File: config.mk
export PLATFORM = sky130hd
export DESIGN_NAME = nrzi_rx
export DESIGN_NICKNAME = d
export VERILOG_FILES = /design/src/rtl/nrzi_rx_pkg.sv /design/src/rtl/rx_rst_sync.sv /design/src/rtl/nrzi_line_decode.sv /design/src/rtl/nrzi_bit_destuff.sv /design/src/rtl/nrzi_rx.sv
export SDC_FILE = /design/constraint.sdc
export NUM_CORES = 1
export LEC_CHECK = 0
export BUFFER_PORTS_ARGS = -buffer_cell sky130_fd_sc_hd__buf_2
export CELL_PAD_IN_SITES_DETAIL_PLACEMENT = 1
export CELL_PAD_IN_SITES_GLOBAL_PLACEMENT = 2
export CORE_UTILIZATION = 31
export CTS_BUF_LIST = sky130_fd_sc_hd__clkbuf_4 sky130_fd_sc_hd__clkbuf_8
export DETAILED_ROUTE_END_ITERATION = 8
export GPL_TIMING_DRIVEN = 0
export HOLD_SLACK_MARGIN = 0.08
export PLACE_DENSITY_LB_ADDON = 0.05
export SYNTH_ARGS = -nofsm -noshare
export SYNTH_HDL_FRONTEND = slang
export SYNTH_SLANG_ARGS = --single-unit
export TNS_END_PERCENT = 20
File: constraint.sdc
create_clock -name clk -period 0.8 [get_ports clk]
set_input_delay 0.24 -clock clk [delete_from_list [all_inputs] [get_ports clk]]
set_output_delay 0.24 -clock clk [all_outputs]
set_load 0.02 [all_outputs]
File: src/rtl/nrzi_rx_pkg.sv
package nrzi_rx_pkg;
  typedef enum logic [1:0] {
    LINE_LEVEL = 2'b00,
    LINE_SPACE = 2'b01,
    LINE_MARK  = 2'b10,
    LINE_ALT   = 2'b11
  } line_mode_e;
endpackage

File: src/rtl/rx_rst_sync.sv
module rx_rst_sync #(
  parameter int STAGES = 2
) (
  input  logic clk,
  input  logic arst_n,
  output logic srst_n
);
  logic [STAGES-1:0] sync_q;

  always_ff @(posedge clk or negedge arst_n) begin
    if (!arst_n) sync_q <= '0;
    else         sync_q <= {sync_q[STAGES-2:0], 1'b1};
  end

  assign srst_n = sync_q[STAGES-1];
endmodule

File: src/rtl/nrzi_line_decode.sv
module nrzi_line_decode
  import nrzi_rx_pkg::*;
#(
  parameter logic IDLE_LEVEL = 1'b1
) (
  input  logic       clk,
  input  logic       rst_n,
  input  logic       samp_en,
  input  logic       line_in,
  input  line_mode_e mode,
  output logic       bit_out
);
  logic prev_q, prev_d;
  logic toggled;

  assign toggled = line_in ^ prev_q;

  always_comb begin
    unique case (mode)
      LINE_SPACE: bit_out = ~toggled;
      LINE_MARK:  bit_out = toggled;
      default:    bit_out = line_in;
    endcase
  end

  always_comb begin
    prev_d = prev_q;
    if (samp_en) prev_d = line_in;
  end

  always_ff @(posedge clk or negedge rst_n) begin
    if (!rst_n) prev_q <= IDLE_LEVEL;
    else        prev_q <= prev_d;
  end
endmodule

File: src/rtl/nrzi_bit_destuff.sv
module nrzi_bit_destuff #(
  parameter int RUN_SHORT = 5,
  parameter int RUN_LONG  = 6,
  localparam int CNT_W    = $clog2(RUN_LONG + 2)
) (
  input  logic clk,
  input  logic rst_n,
  input  logic bit_en,
  input  logic bit_in,
  input  logic long_run,
  output logic dout,
  output logic dout_vld,
  output logic stuff_err,
  output logic flag_det
);
  localparam logic [CNT_W-1:0] THR_S = CNT_W'(RUN_SHORT);
  localparam logic [CNT_W-1:0] THR_L = CNT_W'(RUN_LONG);

  logic [CNT_W-1:0] ones_q, ones_d, thr;
  logic             seen0_q, seen0_d;
  logic             dat_q, dat_d, vld_q, vld_d, err_q, err_d, flg_q, flg_d;

  assign thr = long_run ? THR_L : THR_S;

  always_comb begin
    ones_d  = ones_q;
    seen0_d = seen0_q;
    dat_d   = dat_q;
    vld_d   = 1'b0;
    err_d   = 1'b0;
    flg_d   = 1'b0;
    if (bit_en) begin
      if (ones_q == thr && !bit_in) begin
        ones_d  = '0;              // inserted zero: dropped
        seen0_d = 1'b1;
      end else if (ones_q == thr && long_run) begin
        err_d   = 1'b1;
        ones_d  = '0;
        seen0_d = 1'b0;
      end else if (ones_q == thr) begin
        vld_d   = 1'b1;            // sixth one of a possible delimiter
        dat_d   = 1'b1;
        ones_d  = ones_q + 1'b1;
      end else if (ones_q > thr) begin
        if (bit_in) begin
          err_d   = 1'b1;
          ones_d  = '0;
          seen0_d = 1'b0;
        end else begin
          vld_d   = 1'b1;
          dat_d   = 1'b0;
          flg_d   = seen0_q;
          ones_d  = '0;
          seen0_d = 1'b1;
        end
      end else begin
        vld_d  = 1'b1;
        dat_d  = bit_in;
        ones_d = bit_in ? ones_q + 1'b1 : '0;
        if (!bit_in) seen0_d = 1'b1;
      end
    end
  end

  always_ff @(posedge clk or negedge rst_n) begin
    if (!rst_n) begin
      ones_q  <= '0;
      seen0_q <= 1'b0;
      dat_q   <= 1'b0;
      vld_q   <= 1'b0;
      err_q   <= 1'b0;
      flg_q   <= 1'b0;
    end else begin
      ones_q  <= ones_d;
      seen0_q <= seen0_d;
      dat_q   <= dat_d;
      vld_q   <= vld_d;
      err_q   <= err_d;
      flg_q   <= flg_d;
    end
  end

  assign dout      = dat_q;
  assign dout_vld  = vld_q;
  assign stuff_err = err_q;
  assign flag_det  = flg_q;
endmodule

File: src/rtl/nrzi_rx.sv
module nrzi_rx
  import nrzi_rx_pkg::*;
#(
  parameter int RUN_SHORT  = 5,
  parameter int RUN_LONG   = 6,
  parameter int SYNC_STAGE = 2
) (
  input  logic       clk,
  input  logic       rst_n,
  input  logic       bit_en,
  input  logic       line_in,
  input  logic [1:0] line_mode,
  input  logic       long_run,
  output logic       dout,
  output logic       dout_vld,
  output logic       stuff_err,
  output logic       flag_det
);
  logic srst_n;
  logic dec_bit;

  rx_rst_sync #(.STAGES(SYNC_STAGE)) u_rst (
    .clk    (clk),
    .arst_n (rst_n),
    .srst_n (srst_n)
  );

  nrzi_line_decode #(.IDLE_LEVEL(1'b1)) u_dec (
    .clk     (clk),
    .rst_n   (srst_n),
    .samp_en (bit_en),
    .line_in (line_in),
    .mode    (line_mode_e'(line_mode)),
    .bit_out (dec_bit)
  );

  nrzi_bit_destuff #(.RUN_SHORT(RUN_SHORT), .RUN_LONG(RUN_LONG)) u_dst (
    .clk       (clk),
    .rst_n     (srst_n),
    .bit_en    (bit_en),
    .bit_in    (dec_bit),
    .long_run  (long_run),
    .dout      (dout),
    .dout_vld  (dout_vld),
    .stuff_err (stuff_err),
    .flag_det  (flag_det)
  );
endmodule

# After elaboration in Yosys (flattened, before gate mapping)

Cells that the tools add are included.

Flip-flop bits (word level): 11
Bits of input ports: 7
Output and inout bits: 4
Word-level logic and storage cells: 58

$add $sub $neg: 1
Order comparisons: 1
Equality and inequality tests: 6
Muxes and demuxes: 33
Bitwise logic cells: 4
Reduce and logical (&&, ||, !) cells: 5

Operators by type and width:

| cell                                           | number |
|---|---|
| 2-to-1 mux 1 bit                               | 26 |
| 2-to-1 mux 3 bit                               | 5 |
| != test 3 bit (second input constant)          | 2 |
| != test 4 bit (second input constant)          | 1 |
| AND reduction 4 bit                            | 1 |
| adder 3 x 1 -> 3 bit (second input constant)   | 1 |
| == test 3 bit                                  | 1 |
| greater-than comparator 3 bit                  | 1 |
| inverter 1 bit                                 | 3 |
| AND reduction 3 bit                            | 1 |
| == test 2 x 1 -> 1 bit (second input constant) | 1 |
| == test 2 bit (second input constant)          | 1 |
| logical AND 1 bit                              | 2 |
| 2-to-1 mux 2 bit                               | 1 |
| case mux 1 bit (2 select lines)                | 1 |
| zero test 1 bit                                | 1 |
| bitwise XOR 1 bit                              | 1 |

# Logic depth before layout (Yosys ltp)

Word-level depth: 9
Mapped depth: 6
Depth with buffers taken out: 6

# By module

Synthesis repeated with hierarchy kept, for this count alone.

Cell total of the unflattened synthesis: 61
Area total of the unflattened synthesis: 623.1 um^2

Modules (own cells, without submodules):

| module           | instances | cells an instance | area an instance (um^2) | sequential area each (um^2) |
|---|---|---|---|---|
| nrzi_bit_destuff | 1         | 44                | 455.4                   | 200.2 |
| nrzi_line_decode | 1         | 14                | 113.9                   | 26.3 |
| rx_rst_sync      | 1         | 3                 | 53.8                    | 50.0 |

# Worst setup path after synthesis

No wires, ideal clock.

Path kind: input -> register
Start: in line_mode[0]
End: reg u_dst.flg_q (netlist: u_dst.flag_det)
Setup time: 0.094 ns
Arrival time: 1.332 ns
Required time: 0.706 ns
Slack: -0.626 ns
Stages: 5
Buffers on the path: 0
Cells stage by stage: inv_1 -> ha_1 -> a221o_1 -> nor2_4 -> nor4b_4

Cells in the longest elaborated chain, start to end: 8
Elaborated cells on any way between the ends: 11
Those cells by class: eq/ne (2); mux (7); reduce/logical (2)

RTL lines:

| item                                                    | RTL line               | text |
|---|---|---|
| from (decl)                                             | nrzi_rx.sv:12          | `input logic [1:0] line_mode,` |
| == test 2 bit or == test 2 x 1 -> 1 bit (tied branches) | nrzi_line_decode.sv:19 | `unique case (mode)` |
| case mux 1 bit (2 select lines) *                       | nrzi_line_decode.sv:19 |  |
| 2-to-1 mux 1 bit                                        | nrzi_bit_destuff.sv:45 | `if (bit_in) begin` |
| 2-to-1 mux 1 bit                                        | nrzi_bit_destuff.sv:44 | `end else if (ones_q > thr) begin` |
| 2-to-1 mux 1 bit                                        | nrzi_bit_destuff.sv:40 | `end else if (ones_q == thr) begin` |
| 2-to-1 mux 1 bit                                        | nrzi_bit_destuff.sv:36 | `end else if (ones_q == thr && long_run) begin` |
| 2-to-1 mux 1 bit *                                      | nrzi_bit_destuff.sv:33 | `if (ones_q == thr && !bit_in) begin` |
| 2-to-1 mux 1 bit *                                      | nrzi_bit_destuff.sv:32 | `if (bit_en) begin` |
| named net u_dst.flg_d                                   | nrzi_bit_destuff.sv:21 | `logic dat_q, dat_d, vld_q, vld_d, err_q, err_d, flg_q, flg_d;` |
| to (signal assigned)                                    | nrzi_bit_destuff.sv:79 | `flg_q <= flg_d;` |
| to (decl)                                               | nrzi_bit_destuff.sv:21 |  |

Mark *: on every way through the listed nets, which the timed path passes. The rest lies on a longest branch.
A chain may end at the register's enable or synchronous reset.

# Worst setup path after layout

Start: reg u_dec.prev_q
End: reg u_dst.flg_q (netlist: u_dst.flag_det)

Cells in the longest elaborated chain, start to end: 9
Elaborated cells on any way between the ends: 11
Those cells by class: mux (7); bitwise (2); reduce/logical (2)

RTL lines:

| item                              | RTL line               | text |
|---|---|---|
| from (decl)                       | nrzi_line_decode.sv:13 | `logic prev_q, prev_d;` |
| from (signal assigned)            | nrzi_line_decode.sv:33 | `else prev_q <= prev_d;` |
| bitwise XOR 1 bit *               | nrzi_line_decode.sv:16 | `assign toggled = line_in ^ prev_q;` |
| inverter 1 bit                    | nrzi_line_decode.sv:20 | `LINE_SPACE: bit_out = ~toggled;` |
| case mux 1 bit (2 select lines) * | nrzi_line_decode.sv:19 |  |
| 2-to-1 mux 1 bit                  | nrzi_bit_destuff.sv:45 |  |
| 2-to-1 mux 1 bit                  | nrzi_bit_destuff.sv:44 |  |
| 2-to-1 mux 1 bit                  | nrzi_bit_destuff.sv:40 |  |
| 2-to-1 mux 1 bit                  | nrzi_bit_destuff.sv:36 |  |
| 2-to-1 mux 1 bit *                | nrzi_bit_destuff.sv:33 |  |
| 2-to-1 mux 1 bit *                | nrzi_bit_destuff.sv:32 |  |
| named net u_dst.flg_d             | nrzi_bit_destuff.sv:21 |  |

Marked as above.

==> out/qor.csv <==
stage,metric,value,unit
clock_tree,Root Driver,clkbuf_4,
detailed_routing,final antenna-violating net count,0,
sta,fmax,671,MHz
die,I/O Pins,11,
sta,RSZ-0062 raised after global routing,yes,
placement,IO buf count,9,
pwr,maximum VDD drop,1.20,mV
cells_and_area,ANT cells,0,
worst_setup_path,Worst setup endpoint,u_dst.flag_det,
worst_setup_path,"CP delay by family, top",flip-flops,
cells_and_area,layout cell share with drive strength beyond 1,43.8,%
cells_and_area,Finished Layout Cells,105,
flow_run,MaxCap Viol Count,0,
detailed_routing,# DRC,0,
sta,Final WS setup,-0.691,ns
logic_synthesis,Mean Syn Cell Area,10.3,um2
clock_tree,htree depth,1,
global_routing,first-pass GRT wire length,2.21,mm
pwr,switching share of total power,29.5,%
clock_tree,"Clk Latency, worst-skew pair",0.26,ns
cells_and_area,Area Growth Syn to Fin,42.4,%
outcome,status,"complete, but fails checks",
pwr,Net Sw Power,453,uW
detailed_routing,via/cell ratio,4.69,
detailed_routing,1st-iter DRT viols,7,
die,die height,46.3,um
global_routing,all-layer global routing usage,15.5,%
worst_setup_path,Bufs and invs on worst path,0,
worst_setup_path,register-to-register setup slack,-0.69,ns
die,FP Rows,15,
clock_tree,Clock Sinks,11,
pwr,Int Pwr,1.08,mW
die,die area,2140,um2
pwr,sequential fraction of design power,42.6,%
detailed_routing,Avg WL per Cell,12.8,um
global_routing,GRT overflow,0,
pwr,Logic pwr share,31.6,%
cells_and_area,FILL cells,209,
worst_hold_path,Hold Path Class,reg -> async,
logic_synthesis,Synth Cell Area,608,um2
outcome,violated checks,negative setup slack,
die,Initial Util,34.1,%
worst_setup_path,CP startpoint,u_dec.prev_q,
clock_tree,CTS Buffer Depth,2,
global_routing,largest net degree at the start of global routing,10,
worst_setup_path,CP max-delay cell,dfstp_2,
worst_setup_path,WP depth,4,
worst_setup_path,cell depth of the worst flop-to-flop path,4,
placement,Placed Cells,93,
sta,final period utilization,186,%
pwr,Leak,0.401,nW
logic_synthesis,Unique masters post-synth,25,
detailed_routing,drt pass-1 iters,4,
sta,Final min period,1.49,ns
sta,final count of hold timing violations,0,
die,die span in x,46.3,um
pwr,overall power,1.54,mW
worst_setup_path,Worst Path Arrival,1.66,ns
detailed_routing,final WL,1.34,mm
global_routing,initial antenna violation count,0,
placement,placer congestion estimate,0.679,
clock_tree,CTS tree,yes,
logic_synthesis,Cells after Synth,59,
sta,setup violators final,12,
worst_setup_path,"critical path, cell by cell",nor2b_1 > a221o_1 > nor2_4 > nor4b_4,
logic_synthesis,register bit total from synthesis,11,
global_routing,vias in the first global route,484,
sta,Final Max Slew Viols,0,
die,Core ar.,1780,um2
logic_synthesis,synth warn,0,
logic_synthesis,Post-Syn Nets,71,
placement,HPWL after detailed placement,917,um
clock_tree,"CTS clk-pin slew, worst paths",0.07,ns
pwr,power density cells,1770,nW/um2
clock_tree,TritonCTS buffer count,3,
cells_and_area,# nets final,93,
pwr,clock power share,25.8,%
sta,final setup skew,0.00264,ns
worst_setup_path,R2R Path End,u_dst.flag_det,
worst_setup_path,required time worst endpoint,0.97,ns
worst_setup_path,worst-path fanout max,7,
detailed_routing,via count,492,
cells_and_area,utilization after layout,48.6,%
worst_setup_path,r2r startpoint,u_dec.prev_q,
worst_setup_path,crit path launch type,flop,
worst_setup_path,Crit path largest cell delay,0.57,ns
logic_synthesis,register area share after synthesis,45.5,%
worst_setup_path,CP Capture Type,flop,
worst_setup_path,WS Path Type,reg -> reg,
==> flip-flops by register name (all words and copies together) (netlist names) <==
signal,flops
u_dec.prev_q,1
u_dst.dout,1
u_dst.dout_vld,1
u_dst.flag_det,1
u_dst.ones_q,3
u_dst.seen0_q,1
u_dst.stuff_err,1
u_rst.sync_q,2
==> Yosys cell counts, drive strengths merged <==
cell	n	area share (%)
a211oi	1	1.2
a21o	1	1.2
dfrtp	10	41
inv	7	4.3
nand2	7	4.3
buf	1	0.82
nand2b	1	1.0
o2bb2ai	1	1.4
nor4b	2	5.3
nor2b	3	3.1
nand3	3	2.5
nor2	1	1.9
a221o	1	1.6
a22oi	1	1.2
o211ai	2	2.5
ha	5	10
a2bb2oi	1	1.4
o31ai	3	3.7
a21oi	1	0.82
mux2	1	1.9
o21ai	3	2.5
conb	1	0.62
nor3	1	0.82
dfstp	1	4.3
==> placed cells by master (no fill, tap or decap), types with 2 or more instances in the layout <==
| master | n |
|---|---|
| buf_2 | 10 |
| buf_4 | 7 |
| clkbuf_4 | 4 |
| dfrtp_1 | 10 |
| ha_1 | 2 |
| ha_4 | 3 |
| inv_1 | 7 |
| nand2_1 | 7 |
| nand3_1 | 3 |
| nor2b_1 | 3 |
| o211ai_1 | 2 |
| o21ai_2 | 2 |
| o31ai_1 | 2 |
==> what timing repair did <==
| action | CTS | global route |
|---|---|---|
| pin swaps | 5 | 1 |
| endpoints found under the setup margin | 12 | 13 |
| setup buffers | 6 | 1 |
| cloned | 0 | 0 |
| gates resized for setup | 9 | 0 |
| endpoints found under the hold margin | 2 | 0 |
| hold buffers | 1 | 0 |
==> worst min path at each step <==
stage / startpoint / slack (ns) / to
CTS: u_rst.sync_q[1] / 0.16 / u_dst.stuff_err
global route: u_rst.sync_q[1] / 0.18 / u_dst.stuff_err
floorplan: rst_n / -0.06 / u_rst.sync_q[0]
global placement: rst_n / 0.02 / u_rst.sync_q[1]
finish: u_rst.sync_q[1] / 0.14 / u_dst.flag_det
detailed placement: rst_n / 0.03 / u_rst.sync_q[1]
==> through the flow <==
| step | area [um2] | setup slack (ns) | TNS (ns) | hold slack (ns) |
|---|---|---|---|---|
| floorplan | 636 | -0.558 | -4.29 | -0.0556 |
| global placement | 712 | -0.768 | -5.72 | 0.0243 |
| detailed placement | 712 | -0.779 | -5.78 | 0.0260 |
| CTS | 858 | -0.678 | -6.15 | 0.164 |
| global route | 866 | -0.752 | -6.84 | 0.181 |
| finish | 866 | -0.691 | -6.08 | 0.145 |
==> area by class of cell <==
type | count | area, um2 | share of cell area, %
plain buffers | 1 | 5.00 | 0.578
clock buffers | 4 | 30.0 | 3.47
inverters | 7 | 26.3 | 3.03
multi-input cells | 40 | 389 | 44.9
flip-flops and latches | 11 | 277 | 31.9
well taps | 25 | 31.3 | 3.61
repair buffers | 17 | 108 | 12.4
==> metal layers <==
layer | track usage (%) | wire length (um)
met1 | 18.9 | 624
met2 | 25.6 | 661
met3 | 7.06 | 54
met4 | 1.76 | 0
met5 | 0 | 0
==> power groups by stage <==
stage	combinational (mW)	clock, mW	sequential [mW]
2_1_floorplan	0.224	0	0.674
4_1_cts	0.473	0.421	0.657
3_5_place_dp	0.322	0	0.668
5_1_grt	0.541	0.464	0.662
6_report	0.486	0.396	0.654
3_3_place_gp	0.319	0	0.666
==> kinds of logic after synthesis <==
kind of cell | after synthesis | synth area share, %
adder cells (fa/ha/maj) | 5 | 10.3
buffers and inverters | 8 | 5.14
AO/OA/AOI/OAI | 15 | 17.7
flip-flops | 11 | 45.5
AND/OR/NAND/NOR | 18 | 18.9
other | 1 | 0.617
multiplexers | 1 | 1.85
Note: power is estimated with default switching activity, not from simulation.
